**config.mk**
```make
export PLATFORM = sky130hd
export DESIGN_NAME = gate_clear_seq
export DESIGN_NICKNAME = d
export VERILOG_FILES = /design/src/rtl/gate_clear_seq.sv
export SDC_FILE = /design/constraint.sdc
export NUM_CORES = 1
export LEC_CHECK = 0
export BUFFER_PORTS_ARGS = -buffer_cell sky130_fd_sc_hd__buf_4
export CAP_MARGIN = 20
export CORE_ASPECT_RATIO = 2
export CORE_UTILIZATION = 57
export CTS_CLUSTER_DIAMETER = 150
export DETAILED_ROUTE_END_ITERATION = 12
export PLACE_DENSITY = 0.75
export SYNTH_ARGS = -nofsm -noshare
export SYNTH_HDL_FRONTEND = slang
export SYNTH_SLANG_ARGS = --single-unit
```
**constraint.sdc**
```tcl
create_clock -name clk -period 1.9 [get_ports clk]
set_input_delay 0.57 -clock clk [delete_from_list [all_inputs] [get_ports clk]]
set_output_delay 0.57 -clock clk [all_outputs]
set_load 0.01 [all_outputs]
```
**src/rtl/gate_clear_seq.sv**
```systemverilog
module gate_clear_seq #(
  parameter int CLR_MIN_CYC   = 20,
  parameter int HOLDOFF_CYC   = 40,
  parameter int TEST_GATE_CYC = 8,
  parameter int LED_HOLD_CYC  = 16
) (
  input  logic clk,
  input  logic rst_n,
  input  logic fp_gate,
  input  logic bus_gate,
  input  logic gate_src_sel,
  input  logic test_gate_wr,
  input  logic fp_clear,
  input  logic bus_clear,
  input  logic clr_reg_bit,
  input  logic slave_sel,
  output logic integrate,
  output logic event_discard,
  output logic busy,
  output logic gate_led,
  output logic addr_led
);
  localparam int WW = $clog2(CLR_MIN_CYC + 1);
  localparam int HW = $clog2(HOLDOFF_CYC + 1);
  localparam int TW = $clog2(TEST_GATE_CYC + 1);
  localparam int LW = $clog2(LED_HOLD_CYC + 1);

  logic [3:0] sy1, sy2;
  logic [WW-1:0] wcnt;
  logic [HW-1:0] hcnt;
  logic [TW-1:0] tcnt;
  logic clr_req, qual, sel_gate;
  logic [1:0] led_trig, led_q;
  logic [LW-1:0] lcnt [2];

  always_ff @(posedge clk or negedge rst_n)
    if (!rst_n) begin
      sy1 <= '0;
      sy2 <= '0;
    end else begin
      sy1 <= {bus_clear, fp_clear, bus_gate, fp_gate};
      sy2 <= sy1;
    end

  assign clr_req  = sy2[2] | sy2[3] | clr_reg_bit;
  assign qual     = clr_req && (wcnt == WW'(CLR_MIN_CYC - 1));
  assign sel_gate = gate_src_sel ? sy2[1] : sy2[0];

  always_ff @(posedge clk or negedge rst_n)
    if (!rst_n)                        wcnt <= '0;
    else if (!clr_req)                 wcnt <= '0;
    else if (wcnt != WW'(CLR_MIN_CYC)) wcnt <= wcnt + 1'b1;

  always_ff @(posedge clk or negedge rst_n)
    if (!rst_n) begin
      busy          <= 1'b0;
      hcnt          <= '0;
      event_discard <= 1'b0;
    end else begin
      event_discard <= qual;
      if (qual) begin
        busy <= 1'b1;
        hcnt <= '0;
      end else if (busy) begin
        if (clr_req) hcnt <= '0;
        else if (hcnt == HW'(HOLDOFF_CYC - 1)) begin
          busy <= 1'b0;
          hcnt <= '0;
        end else hcnt <= hcnt + 1'b1;
      end
    end

  always_ff @(posedge clk or negedge rst_n)
    if (!rst_n)            tcnt <= '0;
    else if (test_gate_wr) tcnt <= TW'(TEST_GATE_CYC);
    else if (tcnt != '0)   tcnt <= tcnt - 1'b1;

  always_ff @(posedge clk or negedge rst_n)
    if (!rst_n) integrate <= 1'b0;
    else        integrate <= (sel_gate | (tcnt != '0)) & ~busy;

  assign led_trig = {slave_sel, integrate};

  for (genvar i = 0; i < 2; i++) begin : g_led
    always_ff @(posedge clk or negedge rst_n)
      if (!rst_n)               lcnt[i] <= '0;
      else if (led_trig[i])     lcnt[i] <= LW'(LED_HOLD_CYC);
      else if (lcnt[i] != '0)   lcnt[i] <= lcnt[i] - 1'b1;
    assign led_q[i] = lcnt[i] != '0;
  end

  assign gate_led = led_q[0];
  assign addr_led = led_q[1];
endmodule


```
* After elaboration in Yosys (flattened, before gate mapping)
Index checks and enable logic that the tools add are counted.
** Storage, ports and cells
- Flip-flop bits (word level) :: 36
- Bits of input ports :: 10
- Output and inout port bits :: 5
- Word-level logic and storage cells :: 49
** Operators by class
- $add $sub $neg :: 5
- Eq/ne operators :: 4
- Multiplexer cells :: 17
- Bitwise gates (word level) :: 5
- Reduce and logical (&&, ||, !) cells :: 8
** Operators by type and width (count)
- $mux W5 :: 6
- $mux W6 :: 4
- $reduce_bool A5 Y1 :: 2
- $sub A5 B1 Y5 const B :: 2
- $mux W4 :: 2
- $reduce_bool A2 Y1 :: 4
- $add A6 B1 Y6 const B :: 1
- $eq A6 B6 Y1 const B :: 1
- $add A5 B1 Y5 const B :: 1
- $eq A5 B5 Y1 const B :: 1
- $mux W1 :: 5
- $ne A5 B5 Y1 const B :: 1
- $reduce_bool A4 Y1 :: 1
- $sub A4 B1 Y4 const B :: 1
- $or A1 B1 Y1 :: 3
- $ne A2 B1 Y1 const B :: 1
- $and A1 B1 Y1 :: 1
- $logic_and A1 B1 Y1 :: 1
- $not A1 Y1 :: 1

* Longest topological paths before layout
Gate-level depths: netlist of the first run.
- Depth in word-level cells :: 5
- Mapped depth :: 6
- Gate-level depth less buffers :: 5

* Worst setup path before layout of the first run
No wires, ideal clock.
- Path kind :: register to output
- Start :: register lcnt[0] in the netlist's numbering
- End :: output addr_led
- Data arrival time :: 1226 ps
- Data required time :: 1330 ps
- Path slack :: 104 ps
- Stages on the path, launching flop included :: 5
- Buffers on the path :: 1
- Path through :: dfrtp_1 > inv_1 > ha_1 > or4b_4 > buf_6
** On the way
- Cells in the longest elaborated chain, start to end :: 1
** Ends and longest elaborated chain
- from (decl) :: line 34 : logic [LW-1:0] lcnt [2];
- from (signal, indexed assignment) :: line 87 : else if (led_trig[i]) lcnt[i] <= LW'(LED_HOLD_CYC);
- $reduce_bool A5 Y1 :: line 89 : assign led_q[i] = lcnt[i] != '0;
- to (decl) :: line 21 : output logic addr_led
Every way passes these cells.

* Final worst setup path of the first run
- Start :: register lcnt[1] in the netlist's numbering
- End :: output addr_led
The elaborated chain is that of the path after synthesis.

==> results.json, run 1 <==
{
  "finish.net_count": 192,
  "slew_headroom": 0.688,
  "swShare": 0.329,
  "run_status": "finished, violations left",
  "nFillCells": 192,
  "dp_hpwl_mm": 2.19,
  "worst_pin_slew_ps": 466,
  "port-buffer-count": 14,
  "grt_pass1_vias": 1247,
  "fp.dieW_um": 39.9,
  "timing.final.ws_setup_ps": -187,
  "synth_top_area_share": 0.551,
  "period_share": 1.10,
  "grt_use_total": 0.235,
  "clockRootBuffer": "clkbuf_8",
  "initial_utilization": 0.597,
  "cellPowerDensity_mw_per_mm2": 1490,
  "routabilityCongestion": 0.761,
  "drive_gt1_frac": 0.254,
  "drtAntennaViolNets": 0,
  "critPathRequiredTime_ps": 1330,
  "hold_violations": 0,
  "cts_made_buffers": 5,
  "dieArea_mm2": 0.00310,
  "cp_max_fo": 2,
  "drv_slew": 0,
  "drt-total-wl_mm": 3.08,
  "vias": 1188,
  "cts.sinks": 36,
  "ys_seq_area_frac": 0.551,
  "seqPwrFrac": 0.409,
  "rows": 27,
  "combPwrFrac": 0.370,
  "grt_overflow_total": 0,
  "design.core.area_mm2": 0.00274,
  "routed_via_density": 5.77,
  "die_height_um": 77.7,
  "synth_area_per_cell_um2": 11.3,
  "dp_slack_ps": 28.1,
  "final_common_cell": "dfrtp_1",
  "crit_type": "reg2out",
  "max_freq_mhz": 479,
  "stdcell_count": 206,
  "critPathArrivalTime_ps": 1520,
  "finClkSkew_ps": 11.0,
  "ioPinCount": 15,
  "async_flop_share": 1.00,
  "dr.pass1.iters": 4,
  "period_needed_ps": 2090,
  "numPlacedInstances": 190,
  "syn_area_mm2": 0.00163,
  "final-setup-viol-count": 2,
  "internal-power_uw": 1990,
  "start_kind": "flop",
  "insertion_delay_ps": 290,
  "htree_levels": 2,
  "synth_seq_cells": 36,
  "rsz0062_at_grt": "yes",
  "grt_pass1_wl_mm": 5.02,
  "drc_errors": 0,
  "end_kind": "output port",
  "antenna_cells": 0,
  "yosys_warnings": 0,
  "grt_max_degree": 37,
  "p_switching_uw": 972,
  "clkPwrFrac": 0.221,
  "p_leak_uw": 0.000915,
  "wire_per_inst_um": 15.0,
  "vdd_drop_max_uv": 1060,
  "synth_edf_count": 0,
  "synth.distinct_cells": 37,
  "synthFlopType": "dfrtp_1",
  "cap_viol_max_count": 0,
  "area_growth_pct": 21.4,
  "path_clk_slew_ps": 70,
  "syn_inst": 144,
  "grt_antenna_before_repair": 0,
  "drt_iter0_drc": 37,
  "synth.area.top_cells": "dfrtp_1, ha_1, inv_1",
  "violations": "setup timing",
  "synth_top_area_cell": "dfrtp_1",
  "hold_path_class": "in2async",
  "cts_buffer_depth": 2,
  "tritoncts": "done",
  "syn_nets": 160,
  "final_cell_mix": "dfrtp_1, buf_4, nor2_1"
}
worst max-delay path: stages, from the launching register on:
cell	delay, ps
dfrtp_1	380
inv_1	60
ha_2	180
or4b_4	480
buf_6	140
synth_stat cells, types with 2 or more instances:
library cell / n
dfrtp_1: 36
inv_1: 13
nor2_1: 12
nand3_1: 9
a21oi_1: 6
ha_1: 6
nand2_1: 6
nand3b_1: 6
xnor2_1: 5
a21o_1: 3
mux2i_1: 3
nand4b_1: 3
o211ai_1: 3
a211oi_2: 2
buf_6: 2
nor3_1: 2
nor4_1: 2
o21ai_0: 2
o21bai_1: 2
o31ai_1: 2
or2b_1: 2
or4b_4: 2
power by group through the flow:
stage | clock network [uW] | logic, uW | registers [uW]
3_5_place_dp | 0 | 925 | 1230
6_report | 653 | 1090 | 1210
3_3_place_gp | 0 | 844 | 1210
5_1_grt | 696 | 1210 | 1240
2_1_floorplan | 0 | 656 | 1190
4_1_cts | 662 | 1010 | 1200
cell families after synthesis:
group | Yosys count | share of synthesized area
AOI/OAI and AO/OA | 26 | 0.113
DFF | 36 | 0.551
buffers and inverters | 16 | 0.0459
xor gates and xnor gates | 6 | 0.0322
adders and majority gates | 6 | 0.0459
and+or+nand+nor | 51 | 0.193
muxes | 3 | 0.0184
per-layer routing:
metal / track usage / share of wire / vias to the layer above
li1: - / - / 566
met1: 0.203 / 0.36 / 593
met2: 0.434 / 0.59 / 24
met3: 0.0714 / 0.034 / 5
met4: 0.100 / 0.019 / 0
met5: 0 / 0 / -
final cells by class:
cell class	instances	area, um^2	share of cell area
flip-flops and latches	36	901	0.454
multi-input cells	92	673	0.339
repair buffers	28	218	0.110
clock buffers	6	72.6	0.0366
inverters	13	48.8	0.0246
well taps	29	36.3	0.0183
clock inverters	2	35.0	0.0177
what timing repair did:
item | 4_1_cts | 5_1_grt
hold buffers | 0 | 0
pin swaps | 2 | 1
setup endpoints to repair | 2 | 2
gates resized for setup | 4 | 3
buffers inserted | 4 | 4
path summary, 6_finish.rpt:
kind	endpoint	cells after the start	slack (ps)	from
worst max register to register	lcnt[1]	6	210	lcnt[1]
max in group asynchronous	wcnt[0]	1	1360	rst_n
worst min-delay path	lcnt[8]	1	210	rst_n
min in group clk	sy2[0]	0	340	sy1[0]
worst max-delay path	addr_led	4	-190	lcnt[1]
worst min register to register	sy2[0]	0	340	sy1[0]
metrics by stage:
stage          total power, uW  instance area (um^2)   util  TNS, ps  hold WS, ps
2_1_floorplan             1840                  1630      -        0          274
3_3_place_gp              2050                  1790  0.656        0          332
3_5_place_dp              2150                  1790  0.656        0          336
4_1_cts                   2880                  1940  0.711     -394          239
5_1_grt                   3150                  1980  0.725     -414          253
6_report                  2960                  1980  0.725     -360          210
flip-flops by register name, summed over array words and instances (netlist names):
name	cells
busy	1
event_discard	1
hcnt	6
integrate	1
lcnt	10
sy1	4
sy2	4
tcnt	4
wcnt	5
Note: power is estimated with default switching activity, not from simulation.
==> run 2: changes to the inputs <==
--- a/config.mk
+++ b/config.mk
@@ -6,9 +6,11 @@
 export NUM_CORES = 1
 export LEC_CHECK = 0
 export BUFFER_PORTS_ARGS = -buffer_cell sky130_fd_sc_hd__buf_4
-export CAP_MARGIN = 20
+export CAP_MARGIN = 40
+export CELL_PAD_IN_SITES_DETAIL_PLACEMENT = 1
+export CELL_PAD_IN_SITES_GLOBAL_PLACEMENT = 1
 export CORE_ASPECT_RATIO = 2
-export CORE_UTILIZATION = 57
+export CORE_UTILIZATION = 46
 export CTS_CLUSTER_DIAMETER = 150
 export DETAILED_ROUTE_END_ITERATION = 12
 export PLACE_DENSITY = 0.75
==> results.json, run 2 (synthesis results as in run 1) <==
{
  "crit_chain": "inv_2, ha_4, or4b_4, buf_6",
  "antenna_cells": 0,
  "final-setup-viol-count": 2,
  "placed_area_mm2": 0.00180,
  "final_common_cell": "dfrtp_1",
  "port-buffer-count": 14,
  "cpPeakStageDelay_ps": 460,
  "drt_iter0_drc": 11,
  "vdd_drop_max_uv": 827,
  "tritoncts": "done",
  "period_share": 1.09,
  "largest-register": "lcnt",
  "rsz0062_at_grt": "yes",
  "htree_levels": 2,
  "final_cell_mix": "dfrtp_1, buf_4, nor2_1",
  "grt_max_degree": 37,
  "top_regs": "lcnt (10), hcnt (6), wcnt (5)",
  "nFillCells": 362,
  "cts_buffer_depth": 2,
  "grt_overflow_total": 0,
  "grt_pass1_wl_mm": 5.99,
  "rows": 30,
  "initial_utilization": 0.484,
  "finClkSkew_ps": 4.49,
  "drtAntennaViolNets": 0,
  "path_clk_slew_ps": 70,
  "cts.sinks": 36,
  "dp_hpwl_mm": 2.60,
  "run_status": "finished, violations left",
  "end_kind": "output port",
  "cap_viol_max_count": 0,
  "p_leak_uw": 0.000886,
  "violations": "setup timing",
  "max_freq_mhz": 481,
  "dr.pass1.iters": 6,
  "slew_headroom": 0.672,
  "worst_pin_slew_ps": 491,
  "largest_reg_flops": 10,
  "clockRootBuffer": "clkbuf_8",
  "hold_path_class": "in2async",
  "period_needed_ps": 2080,
  "finish.net_count": 187,
  "wire_per_inst_um": 17.1,
  "critPathArrivalTime_ps": 1510,
  "design_area_mm2": 0.00194,
  "cts_made_buffers": 5,
  "drv_slew": 0,
  "drive_gt1_frac": 0.234,
  "cellPowerDensity_mw_per_mm2": 1460,
  "routed_via_density": 5.91,
  "start_kind": "flop",
  "drc_errors": 0,
  "grt_pass1_vias": 1332,
  "finalSetupTns_ps": -353,
  "cp_max_fo": 4,
  "drt-total-wl_mm": 3.48,
  "multi_input_area_um2": 673,
  "design.core.area_mm2": 0.00338,
  "vias": 1200,
  "dieArea_mm2": 0.00381,
  "insertion_delay_ps": 290,
  "routabilityCongestion": 0.810,
  "holdWs_ps": 227,
  "hold_violations": 0,
  "reg2reg_depth": 4,
  "timing.final.ws_setup_ps": -178,
  "ioPinCount": 15,
  "cp_slowest_cell": "or4b_4",
  "grt_use_total": 0.218,
  "fp.dieW_um": 44.1,
  "holdBufCountCts": 0,
  "critPathRequiredTime_ps": 1330,
  "crit_type": "reg2out",
  "grt_antenna_before_repair": 0,
  "area_growth_pct": 18.7,
  "die_height_um": 86.3,
  "seq_area_um2": 901
}
[run 2: cell types whose count changed in the layout (fill, tap and decap cells not counted), sizes merged]
| cell | change |
|---|---|
| bufinv | -1 |
| buf | -5 |
| clkinv | -1 |
| clkbuf | +1 |
[run 2: metal layers]
metal  wire (um)  vias to the layer above  global-route usage
met4         113                        0               0.118
met3         120                       12              0.0563
li1            -                      555                   -
met1        1210                      607               0.213
met2        2030                       26               0.393
met5           0                        -                   0
[run 2: worst max-delay path: cells and delay by family (launching register included)]
family,cells,cell delay [ps]
simple gates,1,460
flops,1,390
buf+inv,2,220
fa+ha+maj,1,140
[run 2: stage by stage]
stage	setup WS, ps	power [uW]	std cells	utilization
CTS	-185	2860	203	0.574
finish	-178	2830	203	0.574
floorplan	104	1840	144	-
detailed placement	16.3	2180	193	0.532
global route	-235	3040	203	0.574
global placement	70.6	2070	193	0.532
[run 2: timing repair]
| action | CTS | global route |
|---|---|---|
| pin swaps | 1 | 1 |
| endpoints found under the setup margin | 2 | 2 |
| gates resized for setup | 7 | 0 |
| setup buffers | 3 | 0 |
[run 2: worst paths after layout]
check,endpoint,slack (ps),from
max,gate_led,-180,lcnt[6]
max in group asynchronous,lcnt[0],1350,rst_n
max reg2reg,hcnt[5],290,wcnt[0]
min in group clk,sy2[1],360,sy1[1]
min,sy2[1],230,rst_n
min reg2reg,sy2[1],360,sy1[1]
[run 2: power breakdown]
group          internal (uW)  switching, uW
logic                    556            478
registers                988            224
clock network            323            259
total                   1870            961
[run 2: cell type report]
cell class                 count  share of cell area
sequential                    36               0.465
multi-input combinational     92               0.347
timing repair buffer          23              0.0929
clock buffer                   7              0.0497
inverter                      13              0.0252
tap                           32              0.0206
==> run 3: changes to the inputs <==
--- a/config.mk
+++ b/config.mk
@@ -5,11 +5,12 @@
 export SDC_FILE = /design/constraint.sdc
 export NUM_CORES = 1
 export LEC_CHECK = 0
+export ABC_AREA = 0
 export BUFFER_PORTS_ARGS = -buffer_cell sky130_fd_sc_hd__buf_4
 export CAP_MARGIN = 40
 export CELL_PAD_IN_SITES_DETAIL_PLACEMENT = 1
 export CELL_PAD_IN_SITES_GLOBAL_PLACEMENT = 1
-export CORE_ASPECT_RATIO = 2
+export CORE_ASPECT_RATIO = 1.75
 export CORE_UTILIZATION = 46
 export CTS_CLUSTER_DIAMETER = 150
 export DETAILED_ROUTE_END_ITERATION = 12
==> results.json, run 3 (synthesis results as in run 1) <==
{
  "drtAntennaViolNets": 0,
  "grt_overflow_total": 0,
  "holdWs_ps": 219,
  "violations": "setup timing",
  "top_regs": "lcnt (10), hcnt (6), wcnt (5)",
  "hold_violations": 0,
  "drt-total-wl_mm": 3.30,
  "dr.pass1.iters": 4,
  "seqPwrFrac": 0.428,
  "routabilityCongestion": 0.702,
  "post-route-util": 0.582,
  "grt_antenna_before_repair": 0,
  "wire_per_inst_um": 14.9,
  "ioPinCount": 15,
  "die_height_um": 80.8,
  "holdBufCountCts": 0,
  "final_common_cell": "dfrtp_1",
  "insertion_delay_ps": 290,
  "end_kind": "output port",
  "antenna_cells": 0,
  "port-buffer-count": 14,
  "cp_slowest_cell": "or4b_4",
  "fp.dieW_um": 47.1,
  "finish.net_count": 191,
  "grt_use_total": 0.215,
  "grt_pass1_wl_mm": 5.68,
  "cts_buffer_depth": 2,
  "initial_utilization": 0.481,
  "cp_max_fo": 4,
  "area_growth_pct": 21.1,
  "grt_most_used_layer": "met2",
  "rsz0062_at_grt": "yes",
  "cts.sinks": 36,
  "critPathRequiredTime_ps": 1330,
  "timing.final.ws_setup_ps": -174,
  "vdd_drop_max_uv": 897,
  "crit_chain": "inv_2, ha_4, or4b_4, buf_6",
  "stdcell_count": 221,
  "period_needed_ps": 2070,
  "worst_pin_slew_ps": 505,
  "dieArea_mm2": 0.00380,
  "numPlacedInstances": 206,
  "p_switching_uw": 962,
  "cts_made_buffers": 5,
  "rows": 28,
  "critPathArrivalTime_ps": 1500,
  "use_met2": 0.369,
  "seq_area_um2": 901,
  "path_clk_slew_ps": 70,
  "cpPeakStageDelay_ps": 460,
  "final_cell_mix": "dfrtp_1, buf_4, nor2_1",
  "grt_max_degree": 37,
  "drv_slew": 0,
  "clockRootBuffer": "clkbuf_8",
  "vias": 1201,
  "drive_gt1_frac": 0.244,
  "hold_path_class": "in2async",
  "routed_via_density": 5.43,
  "tritoncts": "done",
  "combPwrFrac": 0.376,
  "cap_viol_max_count": 0,
  "run_status": "finished, violations left",
  "nFillCells": 382,
  "grt_pass1_vias": 1294,
  "design.core.area_mm2": 0.00340,
  "drc_errors": 0,
  "period_share": 1.09,
  "htree_levels": 2,
  "multi_input_area_um2": 673,
  "clkPwrFrac": 0.196,
  "swShare": 0.339,
  "crit_type": "reg2out",
  "finClkSkew_ps": 4.95,
  "cellPowerDensity_mw_per_mm2": 1430,
  "start_kind": "flop",
  "largest_reg_flops": 10,
  "final-setup-viol-count": 2,
  "p_leak_uw": 0.000901,
  "largest-register": "lcnt",
  "use_met1": 0.222,
  "max_freq_mhz": 482,
  "drt_iter0_drc": 17,
  "finalSetupTns_ps": -337,
  "slew_headroom": 0.662,
  "met3_usage": 0.0578,
  "internal-power_uw": 1880,
  "dp_hpwl_mm": 2.33
}
run 3: critical path: cells and delay by family (launching register included):
family	cells	cell delay, ps
fa+ha+maj	1	140
buf+inv	2	220
flops	1	390
simple gates	1	460
run 3: what timing repair did:
action                                  CTS  global route
buffers inserted                          5             2
gates resized for setup                   7             0
endpoints found under the setup margin    2             2
pin swaps                                 1             1
run 3: routing by layer:
metal,vias to the layer above,part of all wire
met5,-,0
met1,609,0.38
li1,569,-
met3,7,0.035
met2,16,0.56
met4,0,0.022
run 3: cell type report:
class / count / area share
Clock buffer: 8 / 0.0455
Timing Repair Buffer: 27 / 0.106
Multi-Input combinational cell: 92 / 0.340
Sequential cell: 36 / 0.455
Inverter: 13 / 0.0247
Tap cell: 45 / 0.0284
run 3: final timing paths:
| path | endpoint | cells after the start | slack, ps | from |
|---|---|---|---|---|
| max reg2reg | lcnt[0] | 7 | 220 | lcnt[0] |
| max | gate_led | 4 | -170 | lcnt[5] |
| min in group clk | sy2[1] | 0 | 350 | sy1[1] |
| min reg2reg | sy2[1] | 0 | 350 | sy1[1] |
| max in group asynchronous | hcnt[4] | 1 | 1360 | rst_n |
| min | tcnt[3] | 1 | 220 | rst_n |
run 3: power by group through the flow:
stage	Combinational, uW	Clock (uW)	Sequential (uW)
after floorplan	656	0	1190
after global placement	847	0	1210
after detailed placement	925	0	1240
after CTS	1050	578	1210
after global routing	1200	605	1250
final	1070	556	1220
run 3: stage by stage:
stage / power (uW) / worst slack (ps) / cell area (um^2)
final: 2840 / -174 / 1980
after detailed placement: 2160 / 35.2 / 1810
after global placement: 2060 / 95.6 / 1810
after global routing: 3050 / -229 / 1980
after CTS: 2850 / -185 / 1960
after floorplan: 1840 / 104 / 1630
